## src/rtl/prio_irq_pkg.sv

```systemverilog
package prio_irq_pkg;
  localparam int NUM_LEVELS = 8;
  localparam int LVL_W      = $clog2(NUM_LEVELS);
  localparam int DATA_W     = 8;
  localparam int ADDR_W     = 2;

  typedef logic [LVL_W-1:0]      level_t;
  typedef logic [NUM_LEVELS-1:0] vec_t;

  localparam logic [ADDR_W-1:0] ADDR_MASK = 2'd0;
  localparam logic [ADDR_W-1:0] ADDR_BASE = 2'd1;
  localparam logic [ADDR_W-1:0] ADDR_EOI  = 2'd2;
  localparam logic [ADDR_W-1:0] ADDR_VEC  = 2'd3;

  // Usual source placement on the levels
  localparam level_t SRC_FLOPPY  = 3'd0;
  localparam level_t SRC_SMALLPH = 3'd1;
  localparam level_t SRC_SERIAL  = 3'd2;
  localparam level_t SRC_INSTBUS = 3'd3;
  localparam level_t SRC_CARD    = 3'd4;
  localparam level_t SRC_RTC     = 3'd5;
  localparam level_t SRC_MAINBRD = 3'd6;
  localparam level_t SRC_SPARE   = 3'd7;

  // Rank of a level: 0 for the lowest-level register value, larger is higher
  function automatic level_t rank_of(level_t lvl, level_t base);
    return level_t'(lvl - base);
  endfunction

  function automatic vec_t onehot(level_t lvl);
    return vec_t'(1) << lvl;
  endfunction
endpackage

```

## src/rtl/prio_irq_sync.sv

```systemverilog
module prio_irq_sync #(
  parameter int WIDTH  = 8,
  parameter int STAGES = 2
) (
  input  logic             clk,
  input  logic             rst_n,
  input  logic [WIDTH-1:0] d_i,
  output logic [WIDTH-1:0] q_o
);
  localparam int AGE_W = $clog2(STAGES + 1) + 1;

  logic [WIDTH-1:0] stage_q [STAGES];

  genvar g;
  generate
    for (g = 0; g < STAGES; g++) begin : g_stage
      always_ff @(posedge clk or negedge rst_n) begin
        if (!rst_n) stage_q[g] <= '0;
        else if (g == 0) stage_q[g] <= d_i;
        else stage_q[g] <= stage_q[(g == 0) ? 0 : g-1];
      end
    end
  endgenerate

  assign q_o = stage_q[STAGES-1];

  // Edges seen since reset, saturating, used to qualify the delay check
  logic [AGE_W-1:0] age_q;
  always_ff @(posedge clk or negedge rst_n) begin
    if (!rst_n) age_q <= '0;
    else if (age_q < AGE_W'(STAGES)) age_q <= age_q + 1'b1;
  end

  AST_SYNC_DELAY: assert property (@(posedge clk) disable iff (!rst_n)
    (age_q >= AGE_W'(STAGES)) |-> (q_o == $past(d_i, STAGES)));
endmodule

```

## src/rtl/prio_irq_resolve.sv

```systemverilog
module prio_irq_resolve
  import prio_irq_pkg::*;
(
  input  logic   clk,
  input  logic   rst_n,
  input  vec_t   pend_i,
  input  vec_t   mask_i,
  input  vec_t   isr_i,
  input  level_t base_i,
  output logic   irq_o,
  output level_t win_o
);
  vec_t   elig;
  logic   isr_any;
  level_t isr_top;
  logic   found;
  level_t best;

  always_comb begin
    isr_any = 1'b0;
    isr_top = '0;
    for (int l = 0; l < NUM_LEVELS; l++) begin
      if (isr_i[l]) begin
        if (!isr_any || rank_of(level_t'(l), base_i) > isr_top)
          isr_top = rank_of(level_t'(l), base_i);
        isr_any = 1'b1;
      end
    end
    for (int l = 0; l < NUM_LEVELS; l++)
      elig[l] = pend_i[l] & ~mask_i[l] &
                (~isr_any | (rank_of(level_t'(l), base_i) > isr_top));
    found = 1'b0;
    best  = '0;
    win_o = '0;
    for (int l = 0; l < NUM_LEVELS; l++) begin
      if (elig[l] && (!found || rank_of(level_t'(l), base_i) > best)) begin
        best  = rank_of(level_t'(l), base_i);
        win_o = level_t'(l);
        found = 1'b1;
      end
    end
  end

  assign irq_o = found;

  AST_WIN_UNMASKED: assert property (@(posedge clk) disable iff (!rst_n)
    irq_o |-> (pend_i[win_o] && !mask_i[win_o]));
  AST_WIN_NOT_SERVED: assert property (@(posedge clk) disable iff (!rst_n)
    irq_o |-> !isr_i[win_o]);
  AST_IDLE_WHEN_NONE: assert property (@(posedge clk) disable iff (!rst_n)
    ((pend_i & ~mask_i) == '0) |-> !irq_o);
endmodule

```

## src/rtl/prio_irq_regs.sv

```systemverilog
module prio_irq_regs
  import prio_irq_pkg::*;
(
  input  logic              clk,
  input  logic              rst_n,
  input  logic              we_i,
  input  logic [ADDR_W-1:0] addr_i,
  input  logic [DATA_W-1:0] wdata_i,
  output logic [DATA_W-1:0] rdata_o,
  input  logic              ack_i,
  input  logic              irq_i,
  input  level_t            win_i,
  output vec_t              mask_o,
  output level_t            base_o,
  output vec_t              isr_o
);
  level_t vec_q;
  logic   take;
  logic   eoi_wr;
  level_t eoi_lvl;
  vec_t   isr_d;

  assign take    = ack_i & irq_i;
  assign eoi_wr  = we_i && (addr_i == ADDR_EOI);
  assign eoi_lvl = level_t'(wdata_i[LVL_W-1:0]);

  always_comb begin
    isr_d = isr_o;
    if (eoi_wr) isr_d = isr_d & ~onehot(eoi_lvl);
    if (take)   isr_d = isr_d | onehot(win_i);
  end

  always_ff @(posedge clk or negedge rst_n) begin
    if (!rst_n) begin
      mask_o <= '0;
      base_o <= '0;
      isr_o  <= '0;
      vec_q  <= '0;
    end else begin
      isr_o <= isr_d;
      if (take) vec_q <= win_i;
      if (we_i && addr_i == ADDR_MASK) mask_o <= vec_t'(wdata_i);
      if (we_i && addr_i == ADDR_BASE) base_o <= level_t'(wdata_i[LVL_W-1:0]);
    end
  end

  always_comb begin
    unique case (addr_i)
      ADDR_MASK: rdata_o = DATA_W'(mask_o);
      ADDR_BASE: rdata_o = DATA_W'(base_o);
      ADDR_EOI:  rdata_o = DATA_W'(isr_o);
      default:   rdata_o = DATA_W'(vec_q);
    endcase
  end

  AST_ACK_LATCH: assert property (@(posedge clk) disable iff (!rst_n)
    take |=> (vec_q == $past(win_i)) && isr_o[$past(win_i)]);
  AST_EOI_CLEARS: assert property (@(posedge clk) disable iff (!rst_n)
    (eoi_wr && !(take && win_i == eoi_lvl)) |=> !isr_o[$past(eoi_lvl)]);
  AST_ACK_IGNORED: assert property (@(posedge clk) disable iff (!rst_n)
    (ack_i && !irq_i && !eoi_wr) |=> ($stable(isr_o) && $stable(vec_q)));
endmodule

```

## src/rtl/prio_irq_ctrl.sv

```systemverilog
module prio_irq_ctrl
  import prio_irq_pkg::*;
#(
  parameter int SYNC_STAGES = 2
) (
  input  logic        clk,
  input  logic        rst_n,
  input  logic [7:0]  req_i,
  input  logic        reg_we,
  input  logic [1:0]  reg_addr,
  input  logic [7:0]  reg_wdata,
  output logic [7:0]  reg_rdata,
  input  logic        ack_i,
  output logic        irq_o,
  output logic [2:0]  win_level_o
);
  vec_t   pend_sync;
  vec_t   mask_r;
  vec_t   isr_r;
  level_t base_r;
  level_t win_w;
  logic   irq_w;

  prio_irq_sync #(.WIDTH(NUM_LEVELS), .STAGES(SYNC_STAGES)) u_sync (
    .clk(clk), .rst_n(rst_n), .d_i(req_i), .q_o(pend_sync)
  );

  prio_irq_resolve u_resolve (
    .clk(clk), .rst_n(rst_n), .pend_i(pend_sync), .mask_i(mask_r),
    .isr_i(isr_r), .base_i(base_r), .irq_o(irq_w), .win_o(win_w)
  );

  prio_irq_regs u_regs (
    .clk(clk), .rst_n(rst_n), .we_i(reg_we), .addr_i(reg_addr),
    .wdata_i(reg_wdata), .rdata_o(reg_rdata), .ack_i(ack_i),
    .irq_i(irq_w), .win_i(win_w), .mask_o(mask_r), .base_o(base_r),
    .isr_o(isr_r)
  );

  assign irq_o       = irq_w;
  assign win_level_o = win_w;

  AST_RESET_QUIET: assert property (@(posedge clk) disable iff (!rst_n)
    $rose(rst_n) |-> !irq_o);
endmodule

```

## config.mk

```make
export PLATFORM = sky130hd
export DESIGN_NAME = prio_irq_ctrl
export DESIGN_NICKNAME = d
export VERILOG_FILES = /design/src/rtl/prio_irq_pkg.sv /design/src/rtl/prio_irq_sync.sv /design/src/rtl/prio_irq_resolve.sv /design/src/rtl/prio_irq_regs.sv /design/src/rtl/prio_irq_ctrl.sv
export SDC_FILE = /design/constraint.sdc
export NUM_CORES = 1
export LEC_CHECK = 0
export BUFFER_PORTS_ARGS = -buffer_cell sky130_fd_sc_hd__buf_2
export CAP_MARGIN = 5
export CORE_MARGIN = 4
export CORE_UTILIZATION = 55
export CTS_CLUSTER_DIAMETER = 30
export CTS_CLUSTER_SIZE = 10
export DETAILED_ROUTE_END_ITERATION = 7
export GPL_TIMING_DRIVEN = 0
export PLACE_DENSITY = 0.77
export RECOVER_POWER = 50
export SLEW_MARGIN = 20
export SYNTH_ARGS = -nofsm -noshare
export SYNTH_HDL_FRONTEND = slang
export SYNTH_SLANG_ARGS = --single-unit
```

## constraint.sdc

```tcl
create_clock -name clk -period 25.1 [get_ports clk]
set_input_delay 3.765 -clock clk [delete_from_list [all_inputs] [get_ports clk]]
set_output_delay 3.765 -clock clk [all_outputs]
set_load 0.02 [all_outputs]
```

==> results_dict.tcl <==
set metrics [dict create \
    skew_ps 4.83 \
    crit_path_frequent_cell "o21ai_2" \
    rrSetupSlack_ps 4480 \
    setup_tns_ps 0 \
    fp.dieW_um 97.6 \
    design.portCount 34 \
    cts.path.max_buffers 2 \
    design.core.area_um2 7770 \
    timing.final.crit_share_pct 97.8 \
    startpoint_type "flop" \
    synth_cells 539 \
    dp.cells 673 \
    r2r-start "u_regs.base_o[1]" \
    detailedPlacementHpwl_mm 10.5 \
    max_slew_margin_pct -27.0 \
    critPathBufInv 7 \
    dr.pass1.iters 5 \
    io_buffers 32 \
    clk_latency_ps 290 \
    synth-edff-count 0 \
    routed_via_density 6.78 \
    drt_drc_violations_left 0 \
    maxSlewViolCount 39 \
    grt.total_usage_pct 29.2 \
    dieArea_um2 9530 \
    yosys.area.top_type "dfrtp_1" \
    synth_area_leaders "dfrtp_1 22%, ha_1 8.5%, o21ai_0 4.9%" \
    whs_ps 351 \
    postRouteAntennaNets 0 \
    drt_iter0_markers 587 \
    crit_type "reg -> out" \
    hold_class "reg -> reg" \
    cts_num_sinks 38 \
    n_antenna_cell 0 \
    reg2reg_depth 111 \
    crit_family "compound AO/OA/AOI/OAI gates" \
    gp_congestion 1.00 \
    path_clk_slew_ps 70 \
    synth_nets 591 \
    required_ps 21330 \
    outcome "finished, violations left" \
    drt-wirelength-per-cell_um 21.1 \
    worstHoldPathCells 0 \
    die_h_um 97.6 \
    cts_tree "built" \
    num_vias 4911 \
    violations "max-capacitance violations, max-slew violations" \
    hp-start "u_sync.stage_q[11]" \
    fin_cells 724 \
    end_kind "primary output" \
    cts_htree_levels 2 \
    antenna_found_initial 0 \
    row_count 32 \
    maxCapViolCount 1 \
    grt_pass1_wl_mm 22.5 \
    routed_wl_mm 15.3 \
    initial_utilization_pct 56.9 \
    worst_path_largest_cell_delay_ps 520 \
    ys_warn_count 0 \
    max_slew.worst_pin.slew_ps 1910 \
    yosysUniqueCellTypes 88 \
    cp.depth 111 \
    overflow 0 \
    synth_common_cells "49 x nor2_1, 43 x o21ai_0, 38 x dfrtp_1" \
    cp.arrival_ps 20780 \
    holdBufCountCts 0 \
    ys_seq_elements 38 \
    grt_max_degree 39 \
    synth_top_flop_cell "dfrtp_1" \
    n_fill_cell 598 \
    cts_root_buffer "clkbuf_8" \
    fmax_ghz 0.0407 \
    yosysTopAreaCellShare_pct 21.5 \
    final_nets 673 \
    area_growth_pct 26.9 \
    drive_gt1_share_pct 33.6 \
    rr_endpoint "u_regs.vec_q[1]" \
    cts_buffers 5 \
    synth.most_common_cell "nor2_1" \
    hold_viol 0 \
    grt_pass1_vias 4409 \
    cp_max_fo 7 \
    synth-async-reset-ratio_pct 100 \
    setup_viol 0 \
    cp_slowest_cell "or4_4" \
    syn-cell-area_um2 4420 \
    min_to "u_sync.q_o[3]" \
    yosysSeqAreaShare_pct 21.5 \
    syn_avg_cell_area_um2 8.19 \
    fin_crit_ps 24550 \
]
==> cell type report <==
type / instances / area, um^2 / area share, %
multi-input combinational: 455 / 3650 / 65.1
sequential: 38 / 956 / 17.1
timing repair buffer: 76 / 495 / 8.84
buffer: 25 / 144 / 2.57
tap: 102 / 128 / 2.28
inverter: 20 / 90.1 / 1.61
clock buffer: 6 / 82.6 / 1.47
clock inverter: 2 / 60.1 / 1.07
==> worst max path at each step <==
stage,startpoint,end,slack (ps)
after global placement,u_regs.base_o[0],win_level_o[2],-2890
after floorplan,u_regs.base_o[0],win_level_o[2],560
final,u_regs.base_o[1],win_level_o[2],550
after detailed placement,u_regs.base_o[0],win_level_o[2],-3220
after CTS,u_regs.base_o[1],win_level_o[2],20
after global routing,u_regs.base_o[0],win_level_o[2],-490
==> worst register-to-register path, delay by kind of cell, from the launching register on <==
family          cells  cell delay [ps]
simple gates       27             3460
mux                 4             1270
compound gates     56             9860
flops               1              410
buf+inv             6              530
fa+ha+maj          18             5000
==> state kept, by name, summed over array words and instances (netlist names) <==
register,cells
u_regs.isr_o,8
u_regs.mask_o,8
u_sync.q_o,8
u_sync.stage_q,8
u_regs.base_o,3
u_regs.vec_q,3
==> timing repair <==
| action | 4_1_cts | 5_1_grt |
|---|---|---|
| resized for setup | 38 | 78 |
| endpoints found under the setup margin | 3 | 3 |
| endpoints found under the hold margin | 0 | 0 |
| pin swaps | 5 | 49 |
| buffers inserted | 8 | 36 |
==> cell families (layout without fill, tap and decap cells) <==
| family | Yosys count | count (layout) | share of synthesized area [%] |
|---|---|---|---|
| flip-flops | 38 | 38 | 21.5 |
| multiplexers | 26 | 26 | 7.20 |
| adder cells (fa/ha/maj) | 35 | 35 | 9.63 |
| AO/OA/AOI/OAI | 200 | 200 | 33.8 |
| buffers and inverters | 46 | 129 | 4.25 |
| XOR/XNOR | 1 | 1 | 0.368 |
| AND/OR/NAND/NOR | 193 | 193 | 23.2 |
==> metrics by stage <==
| stage | setup WS (ps) | instance area, um^2 | utilization [%] |
|---|---|---|---|
| 6_report | 552 | 5610 | 72.2 |
| 5_1_grt | -489 | 5610 | 72.2 |
| 4_1_cts | 20.4 | 5020 | 64.6 |
| 3_5_place_dp | -3220 | 4700 | 60.6 |
| 3_3_place_gp | -2890 | 4700 | 60.6 |
| 2_1_floorplan | 560 | 4420 | - |
==> cell usage in the layout, fill, tap and decap left out, drive strengths merged, types with 5 or more instances in the layout <==
| cell | count |
|---|---|
| a221oi | 6 |
| ha | 30 |
| a31o | 7 |
| a21oi | 36 |
| or2 | 7 |
| o31ai | 9 |
| clkbuf | 22 |
| o21a | 10 |
| nand2 | 37 |
| nor3 | 10 |
| and3 | 11 |
| mux2 | 16 |
| mux2i | 7 |
| nor2b | 12 |
| inv | 19 |
| o211ai | 8 |
| a21o | 7 |
| nand3 | 21 |
| dfrtp | 38 |
| buf | 85 |
| o21ai | 49 |
| maj3 | 5 |
| a22oi | 5 |
| a211oi | 6 |
| nand2b | 16 |
| and2 | 8 |
| a211o | 7 |
| nor2 | 49 |
| a31oi | 10 |
==> per-layer routing <==
metal	vias up	global-route usage (%)	wire [um]
met5	-	0	0
met1	2296	41.2	6320
met4	0	10.9	551
met2	332	45.2	6870
li1	2226	-	-
met3	57	4.24	1510
Power is left out: the tool's default activity adds up to more than one toggle a clock period on the data nets, which glitch-free logic cannot reach.
